==> src/rtl/uart_irq_pkg.sv <==
package uart_irq_pkg;

    localparam int unsigned WORD_W = 32;

    // live status positions
    localparam int unsigned B_RX_TRIG      = 0;
    localparam int unsigned B_RX_EMPTY     = 1;
    localparam int unsigned B_RX_FULL      = 2;
    localparam int unsigned B_TX_EMPTY     = 3;
    localparam int unsigned B_TX_FULL      = 4;
    localparam int unsigned B_TX_TRIG_LIVE = 13;

    // sticky-only positions
    localparam int unsigned B_RX_OVR       = 5;
    localparam int unsigned B_FRAME        = 6;
    localparam int unsigned B_PARITY       = 7;
    localparam int unsigned B_TIMEOUT      = 8;
    localparam int unsigned B_MODEM        = 9;
    localparam int unsigned B_TX_TRIG_STK  = 10;
    localparam int unsigned B_TX_OVF       = 12;

    localparam logic [WORD_W-1:0] IMPL_BITS = 32'h0000_17FF;

    typedef enum logic [2:0] {
        SEL_MASK_SET = 3'd0,
        SEL_MASK_CLR = 3'd1,
        SEL_MASK     = 3'd2,
        SEL_STICKY   = 3'd3,
        SEL_LIVE     = 3'd4,
        SEL_RX_TRIG  = 3'd5,
        SEL_TX_TRIG  = 3'd6,
        SEL_NONE     = 3'd7
    } reg_sel_e;

    typedef struct packed {
        logic tx_ovf;
        logic modem;
        logic timeout;
        logic parity;
        logic frame;
        logic rx_ovr;
    } evt_t;

endpackage

==> src/rtl/uart_irq_live.sv <==
module uart_irq_live
    import uart_irq_pkg::*;
#(
    parameter int unsigned DEPTH  = 16,
    parameter int unsigned CNT_W  = $clog2(DEPTH + 1),
    parameter int unsigned TRIG_W = 6
) (
    input  logic [CNT_W-1:0]  rx_count,
    input  logic [CNT_W-1:0]  tx_count,
    input  logic [TRIG_W-1:0] rx_trig,
    input  logic [TRIG_W-1:0] tx_trig,
    output logic [WORD_W-1:0] live
);

    localparam int unsigned CMP_W = ((CNT_W > TRIG_W) ? CNT_W : TRIG_W) + 1;
    localparam logic [CNT_W-1:0] FULL_CNT = CNT_W'(DEPTH);

    logic [CMP_W-1:0] rx_ext, tx_ext, rx_trig_ext, tx_trig_ext;

    always_comb begin
        rx_ext      = CMP_W'(rx_count);
        tx_ext      = CMP_W'(tx_count);
        rx_trig_ext = CMP_W'(rx_trig);
        tx_trig_ext = CMP_W'(tx_trig);

        live                 = '0;
        live[B_RX_TRIG]      = (rx_ext >= rx_trig_ext);
        live[B_RX_EMPTY]     = (rx_count == '0);
        live[B_RX_FULL]      = (rx_count == FULL_CNT);
        live[B_TX_EMPTY]     = (tx_count == '0);
        live[B_TX_FULL]      = (tx_count == FULL_CNT);
        live[B_TX_TRIG_LIVE] = (tx_ext >= tx_trig_ext);
    end

endmodule

==> src/rtl/uart_irq_regs.sv <==
module uart_irq_regs
    import uart_irq_pkg::*;
#(
    parameter int unsigned TRIG_W   = 6,
    parameter int unsigned TRIG_RST = 32
) (
    input  logic              clk,
    input  logic              rst_n,
    input  logic              wr_en,
    input  reg_sel_e          wr_sel,
    input  logic [WORD_W-1:0] wr_data,
    input  logic [WORD_W-1:0] live,
    input  evt_t              evt,
    output logic [WORD_W-1:0] mask_q_o,
    output logic [WORD_W-1:0] sticky_q_o,
    output logic [TRIG_W-1:0] rx_trig_q_o,
    output logic [TRIG_W-1:0] tx_trig_q_o,
    output logic              irq_q_o
);

    localparam logic [TRIG_W-1:0] TRIG_INIT = TRIG_W'(TRIG_RST);

    typedef struct packed {
        logic [WORD_W-1:0] mask;
        logic [WORD_W-1:0] sticky;
        logic [TRIG_W-1:0] rx_trig;
        logic [TRIG_W-1:0] tx_trig;
        logic              irq;
    } state_t;

    state_t            st_q, st_d;
    logic [WORD_W-1:0] clr_d;
    logic [WORD_W-1:0] set_d;

    always_comb begin
        st_d  = st_q;
        clr_d = '0;

        if (wr_en) begin
            unique case (wr_sel)
                SEL_MASK_SET: st_d.mask    = st_q.mask | (wr_data & IMPL_BITS);
                SEL_MASK_CLR: st_d.mask    = st_q.mask & ~wr_data;
                SEL_STICKY:   clr_d        = wr_data;
                SEL_RX_TRIG:  st_d.rx_trig = wr_data[TRIG_W-1:0];
                SEL_TX_TRIG:  st_d.tx_trig = wr_data[TRIG_W-1:0];
                default:      ;
            endcase
        end

        set_d                = '0;
        set_d[B_TX_FULL:0]   = live[B_TX_FULL:0];
        set_d[B_TX_TRIG_STK] = live[B_TX_TRIG_LIVE];
        set_d[B_RX_OVR]      = evt.rx_ovr;
        set_d[B_FRAME]       = evt.frame;
        set_d[B_PARITY]      = evt.parity;
        set_d[B_TIMEOUT]     = evt.timeout;
        set_d[B_MODEM]       = evt.modem;
        set_d[B_TX_OVF]      = evt.tx_ovf;

        // sets are applied after clears so a coincident set survives
        st_d.sticky = ((st_q.sticky & ~clr_d) | set_d) & IMPL_BITS;
        st_d.irq    = |(st_d.mask & st_d.sticky);
    end

    always_ff @(posedge clk) begin
        if (!rst_n) begin
            st_q.mask    <= '0;
            st_q.sticky  <= '0;
            st_q.rx_trig <= TRIG_INIT;
            st_q.tx_trig <= TRIG_INIT;
            st_q.irq     <= 1'b0;
        end else begin
            st_q <= st_d;
        end
    end

    assign mask_q_o    = st_q.mask;
    assign sticky_q_o  = st_q.sticky;
    assign rx_trig_q_o = st_q.rx_trig;
    assign tx_trig_q_o = st_q.tx_trig;
    assign irq_q_o     = st_q.irq;

endmodule

==> src/rtl/uart_irq_rdmux.sv <==
module uart_irq_rdmux
    import uart_irq_pkg::*;
#(
    parameter int unsigned TRIG_W = 6
) (
    input  reg_sel_e          sel,
    input  logic [WORD_W-1:0] mask,
    input  logic [WORD_W-1:0] sticky,
    input  logic [WORD_W-1:0] live,
    input  logic [TRIG_W-1:0] rx_trig,
    input  logic [TRIG_W-1:0] tx_trig,
    output logic [WORD_W-1:0] rdata
);

    always_comb begin
        unique case (sel)
            SEL_MASK:    rdata = mask;
            SEL_STICKY:  rdata = sticky;
            SEL_LIVE:    rdata = live;
            SEL_RX_TRIG: rdata = WORD_W'(rx_trig);
            SEL_TX_TRIG: rdata = WORD_W'(tx_trig);
            default:     rdata = '0;
        endcase
    end

endmodule

==> src/rtl/uart_irq_stat.sv <==
module uart_irq_stat
    import uart_irq_pkg::*;
#(
    parameter int unsigned DEPTH    = 16,
    parameter int unsigned CNT_W    = $clog2(DEPTH + 1),
    parameter int unsigned TRIG_W   = 6,
    parameter int unsigned TRIG_RST = 32
) (
    input  logic              clk,
    input  logic              rst_n,
    input  logic              reg_wr,
    input  logic [2:0]        reg_sel,
    input  logic [31:0]       reg_wdata,
    output logic [31:0]       reg_rdata,
    input  logic [CNT_W-1:0]  rx_count,
    input  logic [CNT_W-1:0]  tx_count,
    input  logic              ev_rx_overrun,
    input  logic              ev_frame_err,
    input  logic              ev_parity_err,
    input  logic              ev_rx_timeout,
    input  logic              ev_modem,
    input  logic              ev_tx_overflow,
    output logic [31:0]       live_stat,
    output logic [31:0]       sticky_stat,
    output logic [31:0]       mask_stat,
    output logic              irq
);

    reg_sel_e          sel;
    evt_t              evt;
    logic [TRIG_W-1:0] rx_trig, tx_trig;

    assign sel = reg_sel_e'(reg_sel);

    always_comb begin
        evt.rx_ovr  = ev_rx_overrun;
        evt.frame   = ev_frame_err;
        evt.parity  = ev_parity_err;
        evt.timeout = ev_rx_timeout;
        evt.modem   = ev_modem;
        evt.tx_ovf  = ev_tx_overflow;
    end

    uart_irq_live #(
        .DEPTH (DEPTH),
        .CNT_W (CNT_W),
        .TRIG_W(TRIG_W)
    ) u_live (
        .rx_count(rx_count),
        .tx_count(tx_count),
        .rx_trig (rx_trig),
        .tx_trig (tx_trig),
        .live    (live_stat)
    );

    uart_irq_regs #(
        .TRIG_W  (TRIG_W),
        .TRIG_RST(TRIG_RST)
    ) u_regs (
        .clk        (clk),
        .rst_n      (rst_n),
        .wr_en      (reg_wr),
        .wr_sel     (sel),
        .wr_data    (reg_wdata),
        .live       (live_stat),
        .evt        (evt),
        .mask_q_o   (mask_stat),
        .sticky_q_o (sticky_stat),
        .rx_trig_q_o(rx_trig),
        .tx_trig_q_o(tx_trig),
        .irq_q_o    (irq)
    );

    uart_irq_rdmux #(
        .TRIG_W(TRIG_W)
    ) u_rdmux (
        .sel    (sel),
        .mask   (mask_stat),
        .sticky (sticky_stat),
        .live   (live_stat),
        .rx_trig(rx_trig),
        .tx_trig(tx_trig),
        .rdata  (reg_rdata)
    );

endmodule

==> config.mk <==
export PLATFORM = sky130hd
export DESIGN_NAME = uart_irq_stat
export DESIGN_NICKNAME = d
export VERILOG_FILES = /design/src/rtl/uart_irq_pkg.sv /design/src/rtl/uart_irq_live.sv /design/src/rtl/uart_irq_regs.sv /design/src/rtl/uart_irq_rdmux.sv /design/src/rtl/uart_irq_stat.sv
export SDC_FILE = /design/constraint.sdc
export NUM_CORES = 1
export LEC_CHECK = 0
export BUFFER_PORTS_ARGS = -buffer_cell sky130_fd_sc_hd__buf_2
export CAP_MARGIN = 25
export CORE_MARGIN = 2
export CORE_UTILIZATION = 40
export DETAILED_ROUTE_END_ITERATION = 8
export PLACE_DENSITY = 0.89
export SLEW_MARGIN = 10
export SYNTH_ARGS = -nofsm -noshare
export SYNTH_HDL_FRONTEND = slang
export SYNTH_SLANG_ARGS = --single-unit
==> constraint.sdc <==
create_clock -name clk -period 1.8 [get_ports clk]
set_clock_uncertainty 0.2 [all_clocks]
set_input_delay 0.09 -clock clk [delete_from_list [all_inputs] [get_ports clk]]
set_output_delay 0.09 -clock clk [all_outputs]
set_load 0.02 [all_outputs]
==> flow_summary.toml <==
[power_and_ir_drop]
peakVddDrop_mv = 0.498
pwr-share-clk_pct = 36.4
seqPwrFrac_pct = 43.7
p_comb_share_pct = 19.9
power_density_nw_per_um2 = 618
switchingPower_uw = 924
p_int_uw = 2080
p_total_uw = 3000
switching_share_pct = 30.8
leakagePower_uw = 0.00241

[clock_tree]
htreeDepth = 3
clk_pin_slew_ns = 0.07
cts_buffer_depth = 2
root_buffer = "clkbuf_8"
clk_latency_ns = 0.34
cts_buffers = 9
cts_tree = "done"
cts.sinks = 57

[floorplanning]
io_pins = 183
initial_core_util_pct = 41.7
rows = 32
core_area_um2 = 7770
die_h_um = 94.0
chipWidth_um = 94.0
die_area_um2 = 8830

[global_route]
grt_pass1_vias = 3602
antenna_found_initial = 0
grt_pass1_wl_um = 17000
grt_usage_pct = 24.9
grt-ovfl-total = 0
grt_max_degree = 58

[detailed_routing]
ant_nets = 0
post_drt_wl_per_cell_um = 15.4
drtIter0Drc = 294
drt-vias-per-instance = 5.05
wl_um = 11100
vias = 3650
remaining_drc_errors = 0
drt_first_pass_iters = 5

[synthesis]
synth_edf_count = 0
yosysSeqAreaShare_pct = 35.2
ys_seq_elements = 57
yosysUniqueCellTypes = 35
yosys_warnings = 0
syn_area_per_cell_um2 = 7.82
async_flop_share_pct = 0
ys.flop_type = "dfxtp_1"
yosysMostFrequentCell = "nand2_1"
yosysTopAreaCell = "dfxtp_1"
synth_top_area_share_pct = 35.2
synth.top_cells.by_count = "nand2_1 (80), dfxtp_1 (57), buf_4 (47), and2_1 (40), a21oi_1 (23)"
netlist_top_cells_area = "dfxtp_1 (35%), buf_4 (11%), nand2_1 (9.3%), and2_1 (7.7%), mux2i_1 (4.6%)"
netlist_area_um2 = 3240
syn_inst = 414

[flow_run]
maxCapViolations = 0

[outcome]
run_status = "finished with violations"
violations = "negative hold slack, negative setup slack"

[placement]
port_buffers = 136
dp_slack_ns = -0.222
globalplace.congestion = 0.926
hpwl_um = 7490

[worst_setup_path]
crit_path_end_kind = "output port"
worstPathRequired_ns = 1.51
rrSetupSlack_ns = -0.09
r2r-end = "u_regs.irq_q_o$_SDFF_PN0_"
critPathLaunch = "u_regs.rx_trig_q_o[3]$_SDFFE_PN0P_"
worst_path_max_delay_cell = "dfxtp_2"
crit_path_end = "reg_rdata[0]"
crit_chain = "inv_2 -> ha_4 -> a211oi_4 -> o21ai_2 -> a32oi_1 -> o21ai_1 -> buf_4"
crit_family = "compound AO/OA/AOI/OAI gates"
r2r_cells = 8
critPathMaxFanout = 2
start_kind = "flip-flop"
path_class = "reg -> out"
cp_data_arrival_time_ns = 1.77
cp.depth = 7
rr_startpoint = "u_regs.tx_trig_q_o[0]$_SDFFE_PN0P_"
worst-path-buf-inv = 2
slowest_delay_ns = 0.34

[sta]
rsz0062_at_grt = "true"
maxSlewViolCount = 0
setup_viol = 24
period_share_pct = 115
min_period_ns = 2.06
fmax_mhz = 485
hold_viol = 1
whs_ns = -0.00151
worst_slack_ns = -0.262
slew_headroom_pct = 36.9
worst_pin_slew_ns = 0.943

[min_path]
min_from = "reg_wdata[5]"
min_path_type = "in -> reg"

[final_layout]
num-fill-cells = 633
drive_above_1_share_pct = 35.7
nNetsFinal = 680
n_antenna_cell = 0
syn_to_final_growth_pct = 50.0
==> how the worst min path moves through the flow <==
stage	to	slack, ns	cells past startpoint
CTS	u_regs.tx_trig_q_o[5]$_SDFFE_PN1P_	0.004	4
finish	u_regs.sticky_q_o[5]$_SDFF_PN0_	-0.002	4
detailed placement	u_regs.mask_q_o[27]$_SDFFE_PN0P_	0.06	2
global route	u_regs.sticky_q_o[5]$_SDFF_PN0_	0.007	4
global placement	u_regs.mask_q_o[17]$_SDFFE_PN0P_	0.06	2
floorplan	u_regs.mask_q_o[11]$_SDFFE_PN0P_	-0.02	1
==> power groups by stage <==
stage / combinational (µW) / clock, µW / sequential [µW]
floorplan: 331 / 0 / 1360
global placement: 445 / 0 / 1340
detailed placement: 457 / 0 / 1340
CTS: 566 / 1100 / 1310
global route: 643 / 1160 / 1310
finish: 598 / 1090 / 1310
==> final cells by class <==
class / count / area [µm²] / share of cell area [%]
multi-input cells: 313 / 1920 / 39.4
flip-flops and latches: 57 / 1150 / 23.7
well taps: 102 / 128 / 2.63
repair buffers: 213 / 1400 / 28.8
inverters: 22 / 85.1 / 1.75
clock buffers: 10 / 138 / 2.83
clock inverters: 6 / 42.5 / 0.876
==> cell families (layout without fill, tap and decap cells) <==
family	after synthesis	after routing	share of synthesized area (%)
adders and majority gates	10	10	3.86
and+or+nand+nor	156	156	23.0
AOI/OAI and AO/OA	85	85	16.9
other	1	46	0.116
buffers and inverters	89	251	15.9
DFF	57	57	35.2
muxes	16	16	4.98
==> metal layers <==
metal / GRT usage [%] / share of wire, % / up-vias
met4: 15.5 / 3.9 / 0
met1: 26.7 / 37 / 1688
li1: - / - / 1682
met3: 5.94 / 8.8 / 46
met5: 0 / 0 / -
met2: 43.6 / 50 / 234
==> flip-flops by register name, summed over array words and instances, names as in the netlist <==
register and flops:
u_regs.tx_trig_q_o 6, u_regs.sticky_q_o 12, u_regs.irq_q_o 1, u_regs.rx_trig_q_o 6, u_regs.mask_q_o 32
==> cell usage in the layout (no fill, tap or decap), types with 5 or more instances in the layout <==
| master | n |
|---|---|
| buf_2 | 130 |
| nand2_1 | 78 |
| dfxtp_1 | 50 |
| conb_1 | 46 |
| dlygate4sd3_1 | 43 |
| and2_1 | 40 |
| buf_4 | 35 |
| a21oi_1 | 21 |
| inv_1 | 18 |
| mux2i_1 | 15 |
| o21ai_0 | 15 |
| a21boi_0 | 15 |
| nor2_1 | 10 |
| nand3_1 | 10 |
| clkbuf_8 | 10 |
| a22oi_1 | 8 |
| dfxtp_2 | 7 |
| a21o_1 | 6 |
| ha_4 | 6 |
| buf_6 | 5 |
==> repair_timing <==
item | in CTS | in global routing
endpoints found under the setup margin | 24 | 27
buffers inserted | 2 | 3
cloned | 0 | 0
gates resized for setup | 39 | 16
pin swaps | 11 | 9
hold endpoints to repair | 46 | 2
hold buffers | 43 | 1
==> worst register-to-register path: cells and delay by family, from the launching register on <==
family	cells	cell delay (ns)
buf+inv	1	0.10
simple gates	2	0.24
flops	1	0.34
compound gates	4	0.67
fa+ha+maj	1	0.23
==> stage by stage <==
stage	instances	utilization, %	setup TNS [ns]	hold WS, ns	cell area [µm²]
CTS	721	61.7	-2.64	0.00412	4790
global route	723	62.5	-6.80	0.00693	4860
global placement	660	51.6	-0.248	0.0597	4010
floorplan	459	-	-0.100	-0.0219	3410
detailed placement	660	51.6	-2.10	0.0641	4010
finish	723	62.5	-3.22	-0.00151	4860
Power figures use the tool's default switching activity.
